--- src/rtl/abm_pkg.sv ---
package abm_pkg;
  typedef enum logic [1:0] {
    OP_ADD  = 2'd0,
    OP_DEL  = 2'd1,
    OP_TEST = 2'd2,
    OP_FIND = 2'd3
  } abm_op_e;
endpackage

--- src/rtl/abm_level.sv ---
module abm_level
  import abm_pkg::*;
#(
  parameter int N   = 128,
  parameter int LVL = 0
) (
  input  logic                   clk_i,
  input  logic                   rst_ni,
  input  logic                   v_i,
  input  abm_op_e                op_i,
  input  logic [$clog2(N)-1:0]   idx_i,
  input  logic                   chg_i,
  input  logic                   hit_i,
  output logic                   v_o,
  output abm_op_e                op_o,
  output logic [$clog2(N)-1:0]   idx_o,
  output logic                   chg_o,
  output logic                   hit_o
);
  localparam int IW = $clog2(N);
  localparam int CW = IW + 1;
  localparam int NB = (LVL == 0) ? 1 : LVL;
  localparam int NN = 1 << NB;
  localparam logic [CW-1:0] CAP = CW'(N >> (LVL + 1));

  logic [CW-1:0] lcnt_q [NN];
  logic [CW-1:0] rcnt_q [NN];
  logic [NB-1:0] nd;
  logic          br;
  logic [IW-1:0] idx_n;
  logic          hit_n;
  logic [CW-1:0] sel_cnt;

  always_comb begin
    nd    = NB'(idx_i >> (IW - LVL));
    // find steers left while the left subtree holds a member
    br    = (op_i == OP_FIND) ? (lcnt_q[nd] == '0) : idx_i[IW-1-LVL];
    idx_n = idx_i;
    if (op_i == OP_FIND) idx_n[IW-1-LVL] = br;
    hit_n = hit_i;
    if (LVL == 0 && op_i == OP_FIND && lcnt_q[nd] == '0 && rcnt_q[nd] == '0)
      hit_n = 1'b0;
    sel_cnt = br ? rcnt_q[nd] : lcnt_q[nd];
  end

  always_ff @(posedge clk_i or negedge rst_ni) begin
    if (!rst_ni) begin
      for (int k = 0; k < NN; k++) begin
        lcnt_q[k] <= '0;
        rcnt_q[k] <= '0;
      end
      v_o   <= 1'b0;
      op_o  <= OP_ADD;
      idx_o <= '0;
      chg_o <= 1'b0;
      hit_o <= 1'b0;
    end else begin
      v_o   <= v_i;
      op_o  <= op_i;
      idx_o <= idx_n;
      chg_o <= chg_i;
      hit_o <= hit_n;
      if (v_i && chg_i) begin
        if (op_i == OP_ADD) begin
          if (br) rcnt_q[nd] <= rcnt_q[nd] + 1'b1;
          else    lcnt_q[nd] <= lcnt_q[nd] + 1'b1;
        end else if (op_i == OP_DEL) begin
          if (br) rcnt_q[nd] <= rcnt_q[nd] - 1'b1;
          else    lcnt_q[nd] <= lcnt_q[nd] - 1'b1;
        end
      end
    end
  end

  a_r9_no_underflow: assert property (@(posedge clk_i) disable iff (!rst_ni)
    (v_i && chg_i && op_i == OP_DEL) |-> (sel_cnt != '0));

  a_r9_no_overflow: assert property (@(posedge clk_i) disable iff (!rst_ni)
    (v_i && chg_i && op_i == OP_ADD) |-> (sel_cnt < CAP));
endmodule

--- src/rtl/abm_leaf.sv ---
module abm_leaf
  import abm_pkg::*;
#(
  parameter int N = 128,
  parameter int W = 16
) (
  input  logic                 clk_i,
  input  logic                 rst_ni,
  input  logic [$clog2(N)-1:0] rd_idx_i,
  output logic                 rd_bit_o,
  input  logic                 v_i,
  input  abm_op_e              op_i,
  input  logic [$clog2(N)-1:0] idx_i,
  input  logic                 chg_i,
  input  logic                 hit_i,
  output logic                 rsp_valid_o,
  output logic                 rsp_hit_o,
  output logic [$clog2(N)-1:0] rsp_idx_o
);
  localparam int IW = $clog2(N);
  localparam int WB = $clog2(W);
  localparam int NL = N / W;

  logic [W-1:0]     words_q [NL];
  logic [IW-WB-1:0] wd;
  logic [WB-1:0]    bt;
  logic [W-1:0]     cur;
  logic [WB-1:0]    lo;

  assign rd_bit_o = words_q[rd_idx_i[IW-1:WB]][rd_idx_i[WB-1:0]];

  always_comb begin
    wd  = idx_i[IW-1:WB];
    bt  = idx_i[WB-1:0];
    cur = words_q[wd];
    lo  = '0;
    for (int b = W - 1; b >= 0; b--)
      if (cur[b]) lo = WB'(b);
  end

  always_ff @(posedge clk_i or negedge rst_ni) begin
    if (!rst_ni) begin
      for (int k = 0; k < NL; k++) words_q[k] <= '0;
      rsp_valid_o <= 1'b0;
      rsp_hit_o   <= 1'b0;
      rsp_idx_o   <= '0;
    end else begin
      rsp_valid_o <= v_i;
      rsp_hit_o   <= hit_i;
      if (op_i == OP_FIND) rsp_idx_o <= hit_i ? {wd, lo} : '0;
      else                 rsp_idx_o <= idx_i;
      if (v_i && chg_i) words_q[wd][bt] <= (op_i == OP_ADD);
    end
  end

  a_r3_add_only_absent: assert property (@(posedge clk_i) disable iff (!rst_ni)
    (v_i && chg_i && op_i == OP_ADD) |-> !cur[bt]);

  a_r4_del_only_present: assert property (@(posedge clk_i) disable iff (!rst_ni)
    (v_i && chg_i && op_i == OP_DEL) |-> cur[bt]);

  a_r10_find_word_nonempty: assert property (@(posedge clk_i) disable iff (!rst_ni)
    (v_i && hit_i && op_i == OP_FIND) |-> (cur != '0));
endmodule

--- src/rtl/abm_set_tracker.sv ---
module abm_set_tracker
  import abm_pkg::*;
#(
  parameter int N = 128,
  parameter int W = 16
) (
  input  logic                 clk_i,
  input  logic                 rst_ni,
  input  logic                 cmd_valid_i,
  output logic                 cmd_ready_o,
  input  logic [1:0]           cmd_op_i,
  input  logic [$clog2(N)-1:0] cmd_idx_i,
  output logic                 rsp_valid_o,
  output logic                 rsp_hit_o,
  output logic [$clog2(N)-1:0] rsp_idx_o
);
  localparam int IW = $clog2(N);
  localparam int LV = $clog2(N / W);

  abm_op_e       in_op;
  logic [IW-1:0] in_idx;
  logic          in_chg, in_hit, pre, rd_bit;

  logic          p_v   [1:LV];
  abm_op_e       p_op  [1:LV];
  logic [IW-1:0] p_idx [1:LV];
  logic          p_chg [1:LV];
  logic          p_hit [1:LV];

  assign cmd_ready_o = 1'b1;

  // leaf bit at issue, overridden by the newest in-flight writer of the same index
  always_comb begin
    in_op = abm_op_e'(cmd_op_i);
    pre   = rd_bit;
    for (int k = LV; k >= 1; k--)
      if (p_v[k] && p_chg[k] && p_idx[k] == cmd_idx_i)
        pre = (p_op[k] == OP_ADD);
    in_chg = ((in_op == OP_ADD) && !pre) || ((in_op == OP_DEL) && pre);
    in_idx = (in_op == OP_FIND) ? '0 : cmd_idx_i;
    case (in_op)
      OP_TEST: in_hit = pre;
      OP_FIND: in_hit = 1'b1;
      default: in_hit = in_chg;
    endcase
  end

  for (genvar g = 0; g < LV; g++) begin : g_lvl
    if (g == 0) begin : g_root
      abm_level #(.N(N), .LVL(0)) u_lvl (
        .clk_i, .rst_ni,
        .v_i(cmd_valid_i), .op_i(in_op), .idx_i(in_idx), .chg_i(in_chg), .hit_i(in_hit),
        .v_o(p_v[1]), .op_o(p_op[1]), .idx_o(p_idx[1]), .chg_o(p_chg[1]), .hit_o(p_hit[1])
      );
    end else begin : g_inner
      abm_level #(.N(N), .LVL(g)) u_lvl (
        .clk_i, .rst_ni,
        .v_i(p_v[g]), .op_i(p_op[g]), .idx_i(p_idx[g]), .chg_i(p_chg[g]), .hit_i(p_hit[g]),
        .v_o(p_v[g+1]), .op_o(p_op[g+1]), .idx_o(p_idx[g+1]), .chg_o(p_chg[g+1]),
        .hit_o(p_hit[g+1])
      );
    end
  end

  abm_leaf #(.N(N), .W(W)) u_leaf (
    .clk_i, .rst_ni,
    .rd_idx_i(cmd_idx_i), .rd_bit_o(rd_bit),
    .v_i(p_v[LV]), .op_i(p_op[LV]), .idx_i(p_idx[LV]), .chg_i(p_chg[LV]), .hit_i(p_hit[LV]),
    .rsp_valid_o, .rsp_hit_o, .rsp_idx_o
  );

  a_r7_rsp_from_leaf_stage: assert property (@(posedge clk_i) disable iff (!rst_ni)
    p_v[LV] |=> rsp_valid_o);

  a_r7_no_spurious_rsp: assert property (@(posedge clk_i) disable iff (!rst_ni)
    !p_v[LV] |=> !rsp_valid_o);
endmodule

--- config.mk ---
export PLATFORM = sky130hd
export DESIGN_NAME = abm_set_tracker
export DESIGN_NICKNAME = d
export VERILOG_FILES = /design/src/rtl/abm_pkg.sv /design/src/rtl/abm_level.sv /design/src/rtl/abm_leaf.sv /design/src/rtl/abm_set_tracker.sv
export SDC_FILE = /design/constraint.sdc
export NUM_CORES = 1
export LEC_CHECK = 0
export ABC_AREA = 0
export BUFFER_PORTS_ARGS = -buffer_cell sky130_fd_sc_hd__buf_2
export CAP_MARGIN = 20
export CORE_ASPECT_RATIO = 2
export CORE_UTILIZATION = 50
export DETAILED_ROUTE_END_ITERATION = 8
export HOLD_SLACK_MARGIN = 0.02
export PLACE_DENSITY = 0.66
export SLEW_MARGIN = 0
export SYNTH_ARGS = -nofsm -noshare
export SYNTH_HDL_FRONTEND = slang
export SYNTH_SLANG_ARGS = --single-unit
--- constraint.sdc ---
create_clock -name clk_i -period 6.2 [get_ports clk_i]
set_input_delay 0.93 -clock clk_i [delete_from_list [all_inputs] [get_ports clk_i]]
set_output_delay 0.93 -clock clk_i [all_outputs]
set_load 0.05 [all_outputs]
==> flow_metrics.py <==
metrics = {
    "timing": {
        "fmax_ghz": 0.247,
        "hold-worst-slack_ps": 358,
        "worst_slew_pin_slew_ps": 1110,
        "max-slew-margin-rel": 0.257,
        "fin_skew_ps": 15.0,
        "tns_ps": 0,
        "period_share": 0.652,
        "hold_viol": 0,
        "fin_crit_ps": 4040,
        "finalSetupViolCount": 0,
        "rsz0062_at_grt": "no",
        "slew_viol_final": 0,
    },
    "grt": {
        "grtUsageTotal": 0.268,
        "busiest_layer": "met2",
        "met1_usage": 0.319,
        "use_met3": 0.0385,
        "grt_pass1_wl_mm": 54.0,
        "antenna_found_initial": 0,
        "use_met2": 0.448,
        "grt_pass1_vias": 9808,
        "gr-total-overflow": 0,
        "grt_max_degree": 109,
    },
    "layout": {
        "syn_to_final_growth_pct": 7.89,
        "multiInputGateArea_sq_um": 6470,
        "drive_above_1_share": 0.144,
        "diodes": 0,
        "seqCellArea_sq_um": 5930,
        "nets": 1200,
        "layout.cells.non_filler": 1520,
        "n_fill_cell": 2187,
    },
    "drt": {
        "drc_errors": 0,
        "antenna_left": 0,
        "vias": 9573,
        "wire_per_inst_um": 22.1,
        "wirelength_mm": 33.6,
        "drtIter0Drc": 916,
        "routed_via_density": 6.30,
        "firstDrtPassIters": 5,
    },
    "synthesis": {
        "seq_area_frac_synth": 0.461,
        "synth_area_sq_um": 12900,
        "ys_ff_latch": 237,
        "synth_area_leaders": "dfrtp_1, mux4_2, o31ai_1",
        "postSynthAreaPerCell_sq_um": 10.6,
        "synth-edff-count": 0,
        "synth_area_leader_cell": "dfrtp_1",
        "synthFlopType": "dfrtp_1",
        "synthDistinctLibCells": 73,
        "yosys.area.top_type_share": 0.461,
        "synth_warnings": 0,
        "async_reset_ff_frac": 1.00,
        "synth_nets": 1239,
        "synth_cells": 1208,
    },
    "place": {
        "placed_cells": 1480,
        "portBuffers": 20,
        "dpl.hpwl_mm": 23.3,
        "place.gp.congestion": 0.952,
    },
    "clock_tree": {
        "clock_sinks": 237,
        "clock_path_buffers": 3,
        "clkLatencyLatePin_ps": 540,
        "cts_buffers": 22,
        "post_cts_buffers": 0,
        "clk_pin_slew_ps": 60,
        "cts_resized": 0,
        "cts-htree-levels": 1,
        "cts_root_buffer": "clkbuf_16",
        "cts_tree": "done",
        "postCtsHoldBufs": 0,
    },
    "job": {
        "cap_viol_max_count": 0,
    },
    "critical_path": {
        "critPathRequiredTime_ps": 6610,
        "path_class": "primary input to flip-flop",
        "cp.arrival_ps": 4450,
        "crit_fanout": 29,
        "start_kind": "primary input",
        "ff2ff_path_depth": 6,
        "end_kind": "flip-flop",
    },
    "min_path": {
        "min_path_cells": 0,
        "hp-class": "flip-flop to flip-flop",
    },
    "run_status": {
        "status": "complete, no violations",
    },
    "floorplanning": {
        "ios": 22,
        "initial_core_util": 0.511,
        "coreArea_sq_um": 25100,
        "dieArea_sq_um": 26400,
        "die_y_um": 229,
        "die_x_um": 115,
        "core.rowCount": 82,
    },
    "power_and_ir_drop": {
        "comb_power_share": 0.275,
        "p_leak_nw": 5.83,
        "ir_drop_uv": 189,
        "p_sw_w": 0.00152,
        "seq_power_share": 0.416,
        "powerDensity_nw_per_um2": 339,
        "internal_power_w": 0.00317,
        "clock_power_share": 0.310,
        "switching_share": 0.324,
    },
}
## routing by layer
metal | part of all wire | vias to the layer above
met2 | 0.50 | 330
met5 | 0 | -
met4 | 0.058 | 0
met3 | 0.055 | 112
li1 | - | 4401
met1 | 0.39 | 4730
## power by group through the flow
stage	sequential [W]	combinational, W	clock [W]
floorplan	0.00193	0.00100	0
detailed placement	0.00198	0.00129	0
CTS	0.00195	0.00129	0.00148
global placement	0.00197	0.00125	0
finish	0.00195	0.00129	0.00145
global route	0.00198	0.00143	0.00153
## cell usage after synthesis (8+ instances only)
cell type,n
inv_1,8
o21ai_1,11
nor2b_1,15
o31ai_1,99
nand3_1,20
dfrtp_1,237
o21ai_0,138
o22ai_1,8
xor2_1,34
nor4_1,13
xnor2_1,17
a221oi_1,9
clkbuf_1,77
buf_2,8
mux4_2,41
mux2_4,12
a21o_1,10
nand2_1,126
a21oi_1,24
mux2i_1,41
a22oi_1,10
nor3_1,14
mux2_1,15
nor2_1,52
mux2_2,29
ha_1,17
and2_1,14
## final cells by class
type	instances	area share
clock buffer	27	0.0447
clock inverter	12	0.0113
inverter	11	0.00298
multi-input combinational	865	0.467
sequential	237	0.428
tap	336	0.0303
timing repair buffer	32	0.0159
## placed cells by master (no fill, tap or decap), types with 17 or more instances in the layout
cell type | netlist | final
dfrtp_1 | 237 | 235
o21ai_0 | 138 | 138
nand2_1 | 126 | 126
o31ai_1 | 99 | 99
nor2_1 | 52 | 52
mux4_2 | 41 | 41
mux2i_1 | 41 | 41
xor2_1 | 34 | 34
mux2_2 | 29 | 29
a21oi_1 | 24 | 24
clkbuf_16 | 0 | 22
nand3_1 | 20 | 20
buf_2 | 8 | 19
xnor2_1 | 17 | 17
ha_1 | 17 | 17
## path summary, 6_finish.rpt
path	startpoint	to	slack [ps]
setup / recovery	cmd_idx_i[4]	g_lvl[0].g_root.u_lvl.lcnt_q[14]	2160
hold reg to reg	g_lvl[0].g_root.u_lvl.hit_o	g_lvl[1].g_inner.u_lvl.hit_o	360
min in group asynchronous	rst_ni	u_leaf.words_q[20]	430
hold / removal	g_lvl[0].g_root.u_lvl.hit_o	g_lvl[1].g_inner.u_lvl.hit_o	360
setup reg to reg	g_lvl[2].g_inner.u_lvl.idx_o[4]	u_leaf.rsp_idx_o[3]	2620
max in group asynchronous	rst_ni	g_lvl[2].g_inner.u_lvl.idx_o[6]	4320
## metrics by stage
step	total power [W]	util	worst slack, ps	cell area (sq um)
after CTS	0.00472	0.550	2180	13800
after global routing	0.00495	0.552	2010	13900
after global placement	0.00322	0.520	1720	13100
after detailed placement	0.00327	0.520	1620	13100
after floorplan	0.00293	-	2680	12900
final	0.00470	0.552	2160	13900
## worst max-delay path: stages
cell     delay, ps
buf_2          680
mux4_2         600
a22o_1         220
nor4_1         510
nor4_1         160
and4_4         270
or3_4          410
a21oi_4        310
mux2_4         330
## logic make-up after synthesis
group	after synthesis	synth area share
compound gates	359	0.182
xor+xnor	51	0.0348
fa+ha+maj	19	0.0197
buf+inv	106	0.0358
flops	237	0.461
mux	138	0.156
other cells	1	0.000292
simple gates	297	0.110
## state kept, by name (all words and copies together) (netlist names), named ones only
register / cells
g_lvl.g_inner.u_lvl.chg_o: 2
g_lvl.g_inner.u_lvl.hit_o: 2
g_lvl.g_inner.u_lvl.idx_o: 14
g_lvl.g_inner.u_lvl.lcnt_q: 42
g_lvl.g_inner.u_lvl.op_o: 4
g_lvl.g_inner.u_lvl.v_o: 2
g_lvl.g_root.u_lvl.chg_o: 1
g_lvl.g_root.u_lvl.hit_o: 1
g_lvl.g_root.u_lvl.idx_o: 7
g_lvl.g_root.u_lvl.lcnt_q: 8
g_lvl.g_root.u_lvl.op_o: 2
g_lvl.g_root.u_lvl.rcnt_q: 8
g_lvl.g_root.u_lvl.v_o: 1
u_leaf.rsp_hit_o: 1
u_leaf.rsp_idx_o: 7
u_leaf.rsp_valid_o: 1
u_leaf.words_q: 128
(Power assumes the default switching activity.)
